===== src/rtl/rx_frag_dma.sv =====
module rx_frag_dma #(
  parameter int DEPTH = 4,
  parameter int AW = 16,
  parameter int SW = 11,
  parameter int STAT_BASE = 32'h0000_F000,
  localparam int IW = (DEPTH > 1) ? $clog2(DEPTH) : 1
) (
  input  logic          clk,
  input  logic          rst_n,
  input  logic          rx_en,
  input  logic          in_valid,
  input  logic          in_sop,
  input  logic          in_eop,
  input  logic [7:0]    in_data,
  output logic          in_ready,
  input  logic [IW-1:0] cons_idx,
  output logic [IW-1:0] prod_idx,
  input  logic [AW-1:0] desc_base,
  input  logic [SW-1:0] desc_size_m1,
  input  logic          desc_irq,
  output logic          mem_valid,
  input  logic          mem_ready,
  output logic          mem_stat,
  output logic [AW-1:0] mem_addr,
  output logic [31:0]   mem_wdata,
  output logic          irq_done,
  output logic          overrun
);

  typedef enum logic [2:0] {S_IDLE, S_FRAME, S_WDATA, S_WSTAT, S_DROP} st_t;

  st_t           st;
  logic [SW-1:0] offs;
  logic [7:0]    byte_q;
  logic          last_q;

  wire [IW-1:0] prod_nx = (prod_idx == IW'(DEPTH - 1)) ? '0 : prod_idx + 1'b1;
  wire ring_full = (prod_nx == cons_idx);
  wire no_room   = (offs == '0) && ring_full;
  wire take      = in_valid && in_ready;
  wire buf_end   = (offs == desc_size_m1);

  assign in_ready  = (st == S_IDLE) || (st == S_FRAME) || (st == S_DROP);
  assign mem_valid = (st == S_WDATA) || (st == S_WSTAT);
  assign mem_stat  = (st == S_WSTAT);
  assign mem_addr  = mem_stat ? AW'(STAT_BASE) + AW'({prod_idx, 2'b00})
                              : desc_base + AW'(offs);
  assign mem_wdata = mem_stat ? {last_q, {(31 - SW){1'b0}}, offs}
                              : {24'b0, byte_q};

  always_ff @(posedge clk) begin
    if (!rst_n) begin
      st       <= S_IDLE;
      offs     <= '0;
      byte_q   <= '0;
      last_q   <= 1'b0;
      prod_idx <= '0;
      irq_done <= 1'b0;
      overrun  <= 1'b0;
    end else begin
      irq_done <= 1'b0;
      case (st)
        S_IDLE, S_FRAME: begin
          if (take && (st == S_FRAME || (in_sop && rx_en))) begin
            if (no_room) begin
              overrun <= 1'b1;
              st      <= in_eop ? S_IDLE : S_DROP;
            end else begin
              byte_q <= in_data;
              last_q <= in_eop;
              st     <= S_WDATA;
            end
          end
        end
        S_WDATA: begin
          if (mem_ready) begin
            if (last_q || buf_end) begin
              st <= S_WSTAT;
            end else begin
              offs <= offs + 1'b1;
              st   <= S_FRAME;
            end
          end
        end
        S_WSTAT: begin
          if (mem_ready) begin
            prod_idx <= prod_nx;
            offs     <= '0;
            irq_done <= desc_irq;
            st       <= last_q ? S_IDLE : S_FRAME;
          end
        end
        S_DROP: begin
          if (take && in_eop) st <= S_IDLE;
        end
        default: st <= S_IDLE;
      endcase
    end
  end

endmodule


===== config.mk =====
export PLATFORM = sky130hd
export DESIGN_NAME = rx_frag_dma
export DESIGN_NICKNAME = d
export VERILOG_FILES = /design/src/rtl/rx_frag_dma.sv
export SDC_FILE = /design/constraint.sdc
export NUM_CORES = 1
export LEC_CHECK = 0
export BUFFER_PORTS_ARGS = -buffer_cell sky130_fd_sc_hd__buf_2
export CAP_MARGIN = 20
export CORE_MARGIN = 2
export CORE_UTILIZATION = 25
export CTS_CLUSTER_DIAMETER = 200
export DETAILED_ROUTE_END_ITERATION = 6
export MAX_ROUTING_LAYER = met4
export SETUP_SLACK_MARGIN = 0.2
export SYNTH_ARGS = -nofsm -noshare
export SYNTH_HDL_FRONTEND = slang
export SYNTH_SLANG_ARGS = --single-unit

===== constraint.sdc =====
create_clock -name clk -period 2.4 [get_ports clk]
set_clock_uncertainty 0.15 [all_clocks]
set_input_delay 0.12 -clock clk [delete_from_list [all_inputs] [get_ports clk]]
set_output_delay 0.12 -clock clk [all_outputs]
set_load 0.05 [all_outputs]

# == Word level (Yosys, flattened, before mapping) ==
# Index checks and enable logic that the tools add are counted.
# totals
ff_bits,27
latchBits,0
mem_bits_rw,0
romBits,0
in_bits,45
output_inout_bits,55
word_cells,60
memories,0
# op_classes
n_addsub,4
mul,0
div,0
n_lt_le_gt_ge,0
eq_ne,12
shift,0
mux,16
bitwise,1
n_reduce_logical,20
# ops
op,n
$mux 11,3
$mux 32,1
$pmux 11 s2,1
$mux 3,6
$add 16x11->16,1
$mux 16,1
$add 13x5->14 const A,1
$pmux 3 s4,1
$add 11x1->11 const B,1
$eq 11x11->1,1
$logic_not 11->1,1
$reduce_and 3->1,3
$ne 2x2->1 const B,4
$reduce_and 4->1,2
$eq 3x2->1 const B,2
$logic_and 1x1->1,5
$logic_or 1x1->1,5
$mux 2,2
$eq 3x1->1 const B,1
$eq 3x3->1 const B,1
$logic_not 3->1,1
$add 2x1->2 const B,1
$eq 2x2->1,1
$eq 2x2->1 const B,1
other kinds (6),6

# == Depth between registers and ports, before layout ==
# logic_depth
ltp_word,7
depth_mapped,8
mapped_depth_nobuf,7

# == Worst setup path before layout ==
# OpenSTA, ideal clock, no wires.
# synth_timing
path_type,register -> output
startpoint,reg offs[0]
endpoint,out mem_addr[8]
arrival_ns,2.585
required_time_ns,2.130
path_slack_ns,-0.455
stages_incl_launch_ff,8
n_path_buf,0
cell_sequence,dfxtp_1 -> ha_1 -> fa_1 -> a21o_1 -> nand4_1 -> a21oi_1 -> o21a_1 -> nor3_1
# synth_via
elab_chain_len,2
# synth_rtl
item,line_no,source
from (decl),33,logic [SW-1:0] offs;
from (signal assigned),80,offs <= offs + 1'b1;
$add 16x11->16,47,: desc_base + AW'(offs);
$mux 16,46,"assign mem_addr = mem_stat ? AW'(STAT_BASE) + AW'({prod_idx, 2'b00})"
to (decl),24,"output logic [AW-1:0] mem_addr,"
# Every way passes these cells.

# == Final worst setup path ==
# layout_timing
startpoint,reg offs[0]
endpoint,out mem_addr[12]
# The elaborated chain is that of the path after synthesis.

==> metrics.yaml <==
logic_synthesis:
  yosys-top-cells-count: "nand2_1 (42), nor2_1 (29), dfxtp_1 (27), a21oi_1 (25), buf_4 (22)"
  synth_top_area_share_pct: 21.34
  ys_ff_latch: 27
  ys.warnings.count: 0
  synth.most_common_cell: "nand2_1"
  yosysUniqueCellTypes: 51
  ys.flop_type: "dfxtp_1"
  synth_top_area_cell: "dfxtp_1"
  syn-cell-area_sq_um: 2532
  avgSynthCellArea_sq_um: 7.405
  seq_area_frac_synth_pct: 21.34
  netlist_top_cells_area: "dfxtp_1 (21%), ha_1 (6.9%), buf_4 (6.5%), nand2_1 (6.2%), mux2i_1 (5.5%)"
  synth_enable_flop_cells: 0
  ys_async_sr_fraction_pct: 0
  synth_cells: 342
outcome:
  status: "finished with violations"
  violations: "negative setup slack"
setup_path:
  r2r_end: "byte_q[3]$_SDFFE_PN0P_"
  start_kind: "register"
  r2r-start: "offs[0]$_SDFFE_PN0P_"
  worstPathArrival_ns: 2.28
  reg2reg_slack_ns: 0.17
  critical_path_required_ns: 2.13
  setup.worst_path.class: "register to primary output"
  startpoint: "offs[0]$_SDFFE_PN0P_"
  cp-end-kind: "primary output"
  rr_worst_depth: 9
  path_max_fanout: 3
  endpoint: "mem_addr[12]"
grt:
  grt_antenna_before_repair: 0
  grt_max_degree: 25
  grt.total_usage_pct: 15.31
  grt_pass1_vias: 2820
  overflow: 0
  grt_pass1_wl_mm: 13.49
min_path:
  min_path_type: "input port to register"
  hp-start: "mem_ready"
  min_path_cells: 4
sta:
  max_freq_mhz: 392.5
  period_minus_slack_ns: 2.548
  setup_viol: 9
  period_share_pct: 106.2
  rsz0062_at_grt: "true"
  setup_ws_ns: -0.1481
  slew_viol_final: 0
  whs_ns: 0.03668
  hold_violations: 0
  setup_tns_ns: -0.7777
placement:
  portBuffers: 79
  hpwl_mm: 6.251
  finalWeightedCongestion: 0.8555
  detailedPlace.worstSlack_ns: 0.01257
die:
  die-area_sq_um: 10950
  die_x_microns: 104.6
  io_pins: 100
  die_h_microns: 104.6
  core_area_sq_um: 9819
  rows: 36
  start_util_pct: 25.79
cells_and_area:
  regArea_sq_um: 564.3
  antennaDiodeCount: 0
  area_delta_synth_final_pct: 57.41
  n_fill_cell: 1045
  drive_gt1_share_pct: 41.70
  nNetsFinal: 531
  multiInputGateArea_sq_um: 2147
route:
  wirelength_mm: 8.614
  vias: 2898
  first_iter_violations: 121
  post_drt_via_cell_ratio: 4.806
  ant_nets: 0
  drtPass1Iterations: 4
  wl_per_cell_microns: 14.29
  drc: 0
clocking:
  insertion_delay_ns: 0.28
  clockBufferDepth: 2
  numCtsBuffers: 3
  htree_levels: 1
  path_clk_slew_ns: 0.10
  cts_root_buffer: "clkbuf_8"
  cts_tree: "built"
  cts.sinks: 27
power:
  finalPower_w: 0.001261
  max-vdd-ir-drop_v: 0.0001966
  leakagePower_nw: 1.721
  powerDensity_nw_per_um2: 316.2
flow_run:
  drv_cap: 0
## repair_timing
item / in CTS / in global routing
gates cloned: 1 / 0
pin swaps: 14 / 21
endpoints found under the hold margin: 10 / 0
hold buffers: 10 / 0
gates resized for setup: 72 / 24
setup buffers: 11 / 8
setup endpoints to repair: 22 / 35
## worst min-delay path by stage
stage                                         to  slack [ns]
after floorplan              irq_done$_SDFF_PN0_        0.09
after global placement    byte_q[4]$_SDFFE_PN0P_        0.21
after detailed placement  byte_q[7]$_SDFFE_PN0P_        0.21
after CTS                     st[2]$_SDFFE_PN0P_        0.03
after global routing          st[2]$_SDFFE_PN0P_        0.03
final                         st[0]$_SDFFE_PN0P_        0.04
## power by group
part           leakage, nW  switching, W  internal, W
clock               0.0228      0.000157     0.000119
sequential           0.225     0.0000110     0.000455
combinational         1.47      0.000327     0.000192
total                 1.72      0.000495     0.000766
## placed cells by master (no fill, tap or decap), types with 5 or more instances in the layout
cell           instances
a21o_1                 8
a21oi_1               17
and2_1                 9
and3_1                 7
buf_2                 62
buf_4                 44
buf_6                 21
conb_1                20
dfxtp_1               16
dfxtp_2                7
dlygate4sd3_1         10
ha_1                   6
ha_4                   8
inv_1                 11
mux2i_1               11
nand2_1               37
nand2_2                5
nand3_1               12
nand4_1                7
nor2_1                26
o21ai_0                8
o21ai_1                7
o311ai_0               6
xnor2_1               14
## logic make-up (layout without fill, tap and decap cells)
logic type	count (synthesis)	count (layout)	share of synthesized area (%)
simple gates	138	138	27.57
compound gates	82	82	21.05
buf+inv	47	156	10.42
flops	27	27	21.34
xor+xnor	18	18	6.225
fa+ha+maj	15	15	7.708
mux	14	14	5.533
other cells	1	20	0.1481
## flip-flops by register name, indices dropped and copies added, names as in the netlist
signal / count
byte_q: 8
offs: 11
prod_idx: 2
last_q: 1
irq_done: 1
overrun: 1
st: 3
## worst max-delay path: stages, from the launching register on
cell	delay (ns)
dfxtp_2	0.35
ha_4	0.16
fa_2	0.34
a21o_1	0.21
nand4_1	0.10
a21o_1	0.20
a21oi_2	0.07
or3b_4	0.41
buf_8	0.16
## routing by layer
metal	global-route usage, %	wire, microns	up-vias
li1	-	-	1445
met1	19.94	3851	1348
met2	25.82	4246	99
met3	1.497	439	6
met4	3.333	76	0
met5	-	0	-
## per-stage QoR
stage	std cells	cell area (sq um)	util, %
2_1_floorplan	361	2733	-
3_3_place_gp	569	3312	33.73
3_5_place_dp	569	3312	33.73
4_1_cts	595	3834	39.04
5_1_grt	603	3986	40.60
6_report	603	3986	40.60
## cell type report
class,count,area share (%)
Multi-Input combinational cell,287,53.86
Timing Repair Buffer,141,25.64
Sequential cell,27,14.16
Tap cell,133,4.175
Clock buffer,4,1.130
Inverter,11,1.036
(Power assumes the default switching activity.)
